File: src/rtl/dual_out_cond_pkg.sv
package dual_out_cond_pkg;
  parameter int SMP_W     = 16;  // sample and offset width
  parameter int LVL_W     = 8;   // limiter level width
  parameter int LVL_SHIFT = 7;   // level scale: window = level << LVL_SHIFT
  parameter int NCH       = 2;   // channels
  parameter int SEL_W     = 2;

  localparam logic [SEL_W-1:0] SEL_CTRL  = 2'd0;
  localparam logic [SEL_W-1:0] SEL_LEVEL = 2'd1;
  localparam logic [SEL_W-1:0] SEL_OFS_A = 2'd2;
  localparam logic [SEL_W-1:0] SEL_OFS_B = 2'd3;

  typedef logic [SMP_W-1:0] smp_t;
  typedef logic [LVL_W-1:0] lvl_t;
endpackage

File: src/rtl/dual_out_cond_regs.sv
module dual_out_cond_regs
  import dual_out_cond_pkg::*;
(
  input  logic                   clk,
  input  logic                   rst_n,
  input  logic                   cfg_wr,
  input  logic [SEL_W-1:0]       cfg_sel,
  input  logic [SMP_W-1:0]       cfg_data,
  output logic                   clip_on,
  output lvl_t                   clip_lvl,
  output logic [NCH-1:0][SMP_W-1:0] ofs
);
  logic                        clip_on_d;
  lvl_t                        clip_lvl_d;
  logic [NCH-1:0][SMP_W-1:0]   ofs_d;

  always_comb begin
    clip_on_d  = clip_on;
    clip_lvl_d = clip_lvl;
    ofs_d      = ofs;
    if (cfg_wr) begin
      unique case (cfg_sel)
        SEL_CTRL:  clip_on_d  = cfg_data[0];
        SEL_LEVEL: clip_lvl_d = cfg_data[LVL_W-1:0];
        SEL_OFS_A: ofs_d[0]   = cfg_data;
        SEL_OFS_B: ofs_d[1]   = cfg_data;
        default: ;
      endcase
    end
  end

  always_ff @(posedge clk or negedge rst_n) begin
    if (!rst_n) begin
      clip_on  <= 1'b0;
      clip_lvl <= '0;
      ofs      <= '0;
    end else if (cfg_wr) begin
      clip_on  <= clip_on_d;
      clip_lvl <= clip_lvl_d;
      ofs      <= ofs_d;
    end
  end

  // a write lands on the following edge
  assert_wr_lands_R9: assert property (@(posedge clk) disable iff (!rst_n)
    cfg_wr && cfg_sel == SEL_LEVEL |=> clip_lvl == $past(cfg_data[LVL_W-1:0]));
endmodule

File: src/rtl/dual_out_cond_clip.sv
module dual_out_cond_clip
  import dual_out_cond_pkg::*;
(
  input  logic                      clk,
  input  logic                      rst_n,
  input  logic                      in_valid,
  input  logic [NCH-1:0][SMP_W-1:0] din,
  input  logic                      clip_on,
  input  lvl_t                      clip_lvl,
  input  logic [NCH-1:0][SMP_W-1:0] ofs_in,
  output logic                      v_q,
  output logic [NCH-1:0][SMP_W-1:0] smp_q,
  output logic [NCH-1:0][SMP_W-1:0] ofs_q
);
  localparam int EXT_W = SMP_W + 1;

  logic signed [EXT_W-1:0]     lim_pos, lim_neg;
  logic [NCH-1:0][SMP_W-1:0]   smp_d;

  always_comb begin
    lim_pos = $signed({{(EXT_W-LVL_W){1'b0}}, clip_lvl} << LVL_SHIFT);
    lim_neg = -lim_pos;
  end

  for (genvar ch = 0; ch < NCH; ch++) begin : g_ch
    logic signed [EXT_W-1:0] x_ext;
    always_comb begin
      x_ext     = $signed({din[ch][SMP_W-1], din[ch]});
      smp_d[ch] = din[ch];
      if (clip_on) begin
        if (x_ext > lim_pos)      smp_d[ch] = lim_pos[SMP_W-1:0];
        else if (x_ext < lim_neg) smp_d[ch] = lim_neg[SMP_W-1:0];
      end
    end

    // limiter output inside the shared window
    assert_clip_window_R2: assert property (@(posedge clk) disable iff (!rst_n)
      in_valid && clip_on |=>
        ($signed({smp_q[ch][SMP_W-1], smp_q[ch]}) <= $past(lim_pos)) &&
        ($signed({smp_q[ch][SMP_W-1], smp_q[ch]}) >= $past(lim_neg)));
    // bypass when the limiter is off
    assert_bypass_R1: assert property (@(posedge clk) disable iff (!rst_n)
      in_valid && !clip_on |=> smp_q[ch] == $past(din[ch]));
  end

  always_ff @(posedge clk or negedge rst_n) begin
    if (!rst_n) v_q <= 1'b0;
    else        v_q <= in_valid;
  end

  always_ff @(posedge clk or negedge rst_n) begin
    if (!rst_n) begin
      smp_q <= '0;
      ofs_q <= '0;
    end else if (in_valid) begin
      smp_q <= smp_d;
      ofs_q <= ofs_in;
    end
  end
endmodule

File: src/rtl/dual_out_cond_ofs.sv
module dual_out_cond_ofs
  import dual_out_cond_pkg::*;
(
  input  logic                      clk,
  input  logic                      rst_n,
  input  logic                      in_valid,
  input  logic [NCH-1:0][SMP_W-1:0] din,
  input  logic [NCH-1:0][SMP_W-1:0] ofs,
  output logic                      v_q,
  output logic [NCH-1:0][SMP_W-1:0] dout_q
);
  localparam logic [SMP_W-1:0] S_MAX = {1'b0, {(SMP_W-1){1'b1}}};
  localparam logic [SMP_W-1:0] S_MIN = {1'b1, {(SMP_W-1){1'b0}}};

  logic [NCH-1:0][SMP_W-1:0] dout_d;

  for (genvar ch = 0; ch < NCH; ch++) begin : g_ch
    logic [SMP_W:0] sum;
    always_comb begin
      sum = {din[ch][SMP_W-1], din[ch]} + {ofs[ch][SMP_W-1], ofs[ch]};
      if (sum[SMP_W] != sum[SMP_W-1]) dout_d[ch] = sum[SMP_W] ? S_MIN : S_MAX;
      else                            dout_d[ch] = sum[SMP_W-1:0];
    end

    // zero offset is transparent
    assert_zero_ofs_R5: assert property (@(posedge clk) disable iff (!rst_n)
      in_valid && ofs[ch] == '0 |=> dout_q[ch] == $past(din[ch]));
    // no wrap; sign of offset gives direction of change
    assert_no_wrap_up_R7: assert property (@(posedge clk) disable iff (!rst_n)
      in_valid && !ofs[ch][SMP_W-1] |=> $signed(dout_q[ch]) >= $signed($past(din[ch])));
    assert_no_wrap_dn_R7: assert property (@(posedge clk) disable iff (!rst_n)
      in_valid && ofs[ch][SMP_W-1] |=> $signed(dout_q[ch]) <= $signed($past(din[ch])));
  end

  always_ff @(posedge clk or negedge rst_n) begin
    if (!rst_n) v_q <= 1'b0;
    else        v_q <= in_valid;
  end

  always_ff @(posedge clk or negedge rst_n) begin
    if (!rst_n)        dout_q <= '0;
    else if (in_valid) dout_q <= dout_d;
  end
endmodule

File: src/rtl/dual_out_cond.sv
module dual_out_cond
  import dual_out_cond_pkg::*;
(
  input  logic             clk,
  input  logic             rst_n,
  input  logic             cfg_wr,
  input  logic [1:0]       cfg_sel,
  input  logic [15:0]      cfg_data,
  input  logic             in_valid,
  input  logic [15:0]      in_a,
  input  logic [15:0]      in_b,
  output logic             out_valid,
  output logic [15:0]      out_a,
  output logic [15:0]      out_b
);
  logic                      clip_on;
  lvl_t                      clip_lvl;
  logic [NCH-1:0][SMP_W-1:0] ofs_reg, ofs_s1, smp_in, smp_s1, smp_out;
  logic                      v_s1;

  assign smp_in = {in_b, in_a};

  dual_out_cond_regs u_regs (
    .clk(clk), .rst_n(rst_n), .cfg_wr(cfg_wr), .cfg_sel(cfg_sel),
    .cfg_data(cfg_data), .clip_on(clip_on), .clip_lvl(clip_lvl), .ofs(ofs_reg)
  );

  dual_out_cond_clip u_clip (
    .clk(clk), .rst_n(rst_n), .in_valid(in_valid), .din(smp_in),
    .clip_on(clip_on), .clip_lvl(clip_lvl), .ofs_in(ofs_reg),
    .v_q(v_s1), .smp_q(smp_s1), .ofs_q(ofs_s1)
  );

  dual_out_cond_ofs u_ofs (
    .clk(clk), .rst_n(rst_n), .in_valid(v_s1), .din(smp_s1), .ofs(ofs_s1),
    .v_q(out_valid), .dout_q(smp_out)
  );

  assign out_a = smp_out[0];
  assign out_b = smp_out[1];

  // valid emerges exactly two edges later
  assert_lag_hi_R8: assert property (@(posedge clk) disable iff (!rst_n)
    in_valid |=> ##1 out_valid);
  assert_lag_lo_R8: assert property (@(posedge clk) disable iff (!rst_n)
    !in_valid |=> ##1 !out_valid);
endmodule

File: config.mk
export PLATFORM = sky130hd
export DESIGN_NAME = dual_out_cond
export DESIGN_NICKNAME = d
export VERILOG_FILES = /design/src/rtl/dual_out_cond_pkg.sv /design/src/rtl/dual_out_cond_regs.sv /design/src/rtl/dual_out_cond_clip.sv /design/src/rtl/dual_out_cond_ofs.sv /design/src/rtl/dual_out_cond.sv
export SDC_FILE = /design/constraint.sdc
export NUM_CORES = 1
export LEC_CHECK = 0
export ABC_CLOCK_PERIOD_IN_PS = 9150
export CAP_MARGIN = 40
export CORE_ASPECT_RATIO = 0.9
export CORE_UTILIZATION = 50
export DETAILED_ROUTE_END_ITERATION = 10
export MAX_ROUTING_LAYER = met4
export PLACE_DENSITY_LB_ADDON = 0.05
export SYNTH_ARGS = -nofsm -noshare
export SYNTH_HDL_FRONTEND = slang
export SYNTH_SLANG_ARGS = --single-unit
File: constraint.sdc
create_clock -name clk -period 9.15 [get_ports clk]
set_input_delay 0.915 -clock clk [delete_from_list [all_inputs] [get_ports clk]]
set_output_delay 0.915 -clock clk [all_outputs]
set_load 0.03 [all_outputs]
==> reports/results.ini <==
[synth]
ys_ff_latch=139
synthTopCellsByArea=dfrtp_1 42%, mux2_2 10%, ha_1 9.0%
synth_area_per_cell_um2=10.27
ys_seq_area_share_pct=42.35
syn_area_um2=8213
synth_nets=915
ys_async_sr_fraction_pct=100.0
synth_ff_type=dfrtp_1
netlist.top_cell.by_area=dfrtp_1
synth-edff-count=0
yosys.area.top_type_share_pct=42.35
synth.distinct_cells=77
yosys_warnings=0
synthCells=800

[global_route]
grt_pass1_vias=6327
grt_pass1_wl_um=33260
antenna_found_initial=0
grt_start_max_net_pins=78
grt_usage_pct=27.20
gr-total-overflow=0

[worst_hold_path]
worstHoldPathType=reg2reg
worstHoldStart=u_ofs.dout_q[6]

[power_and_ir_drop]
switchingPower_uw=1058
p_per_area_nw_per_um2=282.1
pwr-share-seq_pct=32.9
p_int_uw=1718
ir_drop_uv=190.0
power_uw=2776
switching_share_pct=38.12
leakagePower_uw=0.004311
power_frac_clock_pct=24.1
comb_power_share_pct=43.0

[run]
cap_violations=0

[cts]
htree_levels=4
cts-root-buf=clkbuf_16
postCtsSetupRepairBufs=0
cts_hold_buffers=0
cts.repair.resized=0
cts_tree=yes
worstSkewPairLatency_ns=0.42
clk_pin_slew_ns=0.06
numCtsBuffers=17
cts_max_path_buffers=2
cts.sinks=139

[timing]
fin_crit_ns=4.141
tightest_slew_ns=0.8829
maxSlewHeadroom_pct=40.64
fin_skew_ns=0.01389
rsz0062_at_grt=no
max_freq_ghz=0.2415
hold_viol_final=0
setup_viol=0
post-route-period-util_pct=45.25
slew_viol_final=0
finalSetupTns_ns=0

[detailed_routing]
drt_iter0_drc=566
via_count=6627
antenna_left=0
first_pass_iters=6
viasPerCell=6.019
wl_per_cell_um=19.20
drt_drc_violations_left=0
wirelength_um=21140

[setup_path]
worstPathRequired_ns=9.45
critPathMaxFanout=10
path_class=reg2reg
cp-startpoint=u_regs.clip_lvl[0]
cp.arrival_ns=4.44
cp-end-kind=register
r2r-start=u_regs.clip_lvl[0]
start_kind=register

[cells_and_area]
drive_gt1_share_pct=15.32
nets=999
fin_util_pct=61.22
antenna_cells=0
n_fill_cell=1347
area_growth_pct=19.82

[floorplanning]
rows=44
initial_core_util_pct=51.09
io_pins=87
core_area_um2=16080
die_h_um=123.6
die_x_um=137.1
design.die.area_um2=16940

[run_status]
status=finished clean

[placement]
post-dp-hpwl_um=16210
portBuffers=86
gp_congestion=0.9966

-- cells in the mapped netlist (3+ instances only) --
library cell / count
dfrtp_1: 139
mux2_2: 73
nand2_1: 69
nor2_1: 68
ha_1: 59
o21ai_0: 38
inv_1: 31
a21oi_1: 30
o2bb2ai_1: 29
nand3_1: 22
clkbuf_1: 19
a31oi_1: 16
xnor2_1: 15
nor3_1: 13
a21o_1: 12
xor2_1: 11
o21a_1: 8
o31ai_1: 8
buf_2: 6
nand4_1: 6
nor2b_1: 6
o21ai_1: 6
and2_1: 5
mux2i_1: 5
nand2b_1: 5
nor4_1: 5
a211oi_1: 4
a22oi_1: 4
nand3b_1: 4
o211ai_1: 4
o21bai_1: 4
or2_2: 4
and3_1: 3
nand4b_1: 3
o211a_1: 3
o221a_1: 3
o22ai_1: 3
or3_1: 3
-- metrics by stage --
| step | area (um2) | std cells | hold slack (ns) | setup slack [ns] |
|---|---|---|---|---|
| floorplan | 8213 | 800 | 0.3519 | 6.023 |
| global placement | 9216 | 1067 | 0.4722 | 5.128 |
| detailed placement | 9269 | 1071 | 0.4719 | 5.029 |
| CTS | 9836 | 1100 | 0.4899 | 5.135 |
| global route | 9841 | 1101 | 0.5029 | 4.821 |
| finish | 9841 | 1101 | 0.4853 | 5.009 |
-- layout by cell type, fill, tap and decap left out, types with 16 or more instances in the layout --
cell type,count
nor2_1,68
a21oi_1,30
ha_1,59
dfrtp_1,139
clkdlybuf4s50_1,84
inv_1,31
o21ai_0,38
clkbuf_16,17
nand3_1,22
a31oi_1,16
mux2_2,73
o2bb2ai_1,29
nand2_1,69
-- final cells by class --
class	instances	area, um2	share of cell area (%)
Sequential cell	139	3478	35.35
Multi-Input combinational cell	600	4476	45.48
Timing Repair Buffer	95	944.7	9.599
Tap cell	207	259.0	2.632
Inverter	31	116.4	1.182
Clock inverter	7	92.59	0.9409
Clock buffer	22	474.2	4.819
-- power groups by stage --
stage | Sequential (uW) | Combinational (uW) | Clock [uW]
2_1_floorplan | 1010 | 709 | 0
3_3_place_gp | 918 | 1160 | 0
3_5_place_dp | 923 | 1190 | 0
4_1_cts | 915 | 1190 | 679
5_1_grt | 935 | 1310 | 708
6_report | 914 | 1190 | 669
-- critical path, cell delays in order (launching register included) --
cell      delay, ns
dfrtp_1        0.51
inv_1          0.28
ha_1           0.38
xor2_1         0.46
ha_1           0.35
a21o_1         0.21
o32a_1         0.34
a221oi_2       0.30
o31ai_1        0.17
o211a_1        0.42
nor4_1         0.32
o21ai_1        0.14
o311a_1        0.15
-- worst paths after layout --
kind,endpoint,slack [ns],cells after the start
max in group asynchronous,u_clip.smp_q[20],7.31,2
worst max-delay path,u_clip.smp_q[8],5.01,12
worst min register to register,u_ofs.dout_q[6],0.49,1
min in group asynchronous,u_ofs.dout_q[22],0.52,1
worst max register to register,u_clip.smp_q[8],5.01,12
worst min-delay path,u_ofs.dout_q[6],0.49,1
-- per-layer routing --
metal / up-vias / track usage [%] / routed length [um]
met2: 233 / 40.37 / 9654
met4: 0 / 10.85 / 510
li1: 3099 / - / -
met3: 33 / 4.192 / 1175
met1: 3262 / 37.41 / 9797
met5: - / - / 0
-- cell families (layout without fill, tap and decap cells) --
family / after synthesis / count (layout) / synth area share (%)
XOR/XNOR: 28 / 28 / 3.169
flip-flops: 139 / 139 / 42.35
adder cells (fa/ha/maj): 61 / 61 / 9.476
AND/OR/NAND/NOR: 232 / 232 / 13.91
multiplexers: 78 / 78 / 10.62
AO/OA/AOI/OAI: 201 / 201 / 17.32
buffers and inverters: 61 / 155 / 3.153
Power figures use the tool's default switching activity.
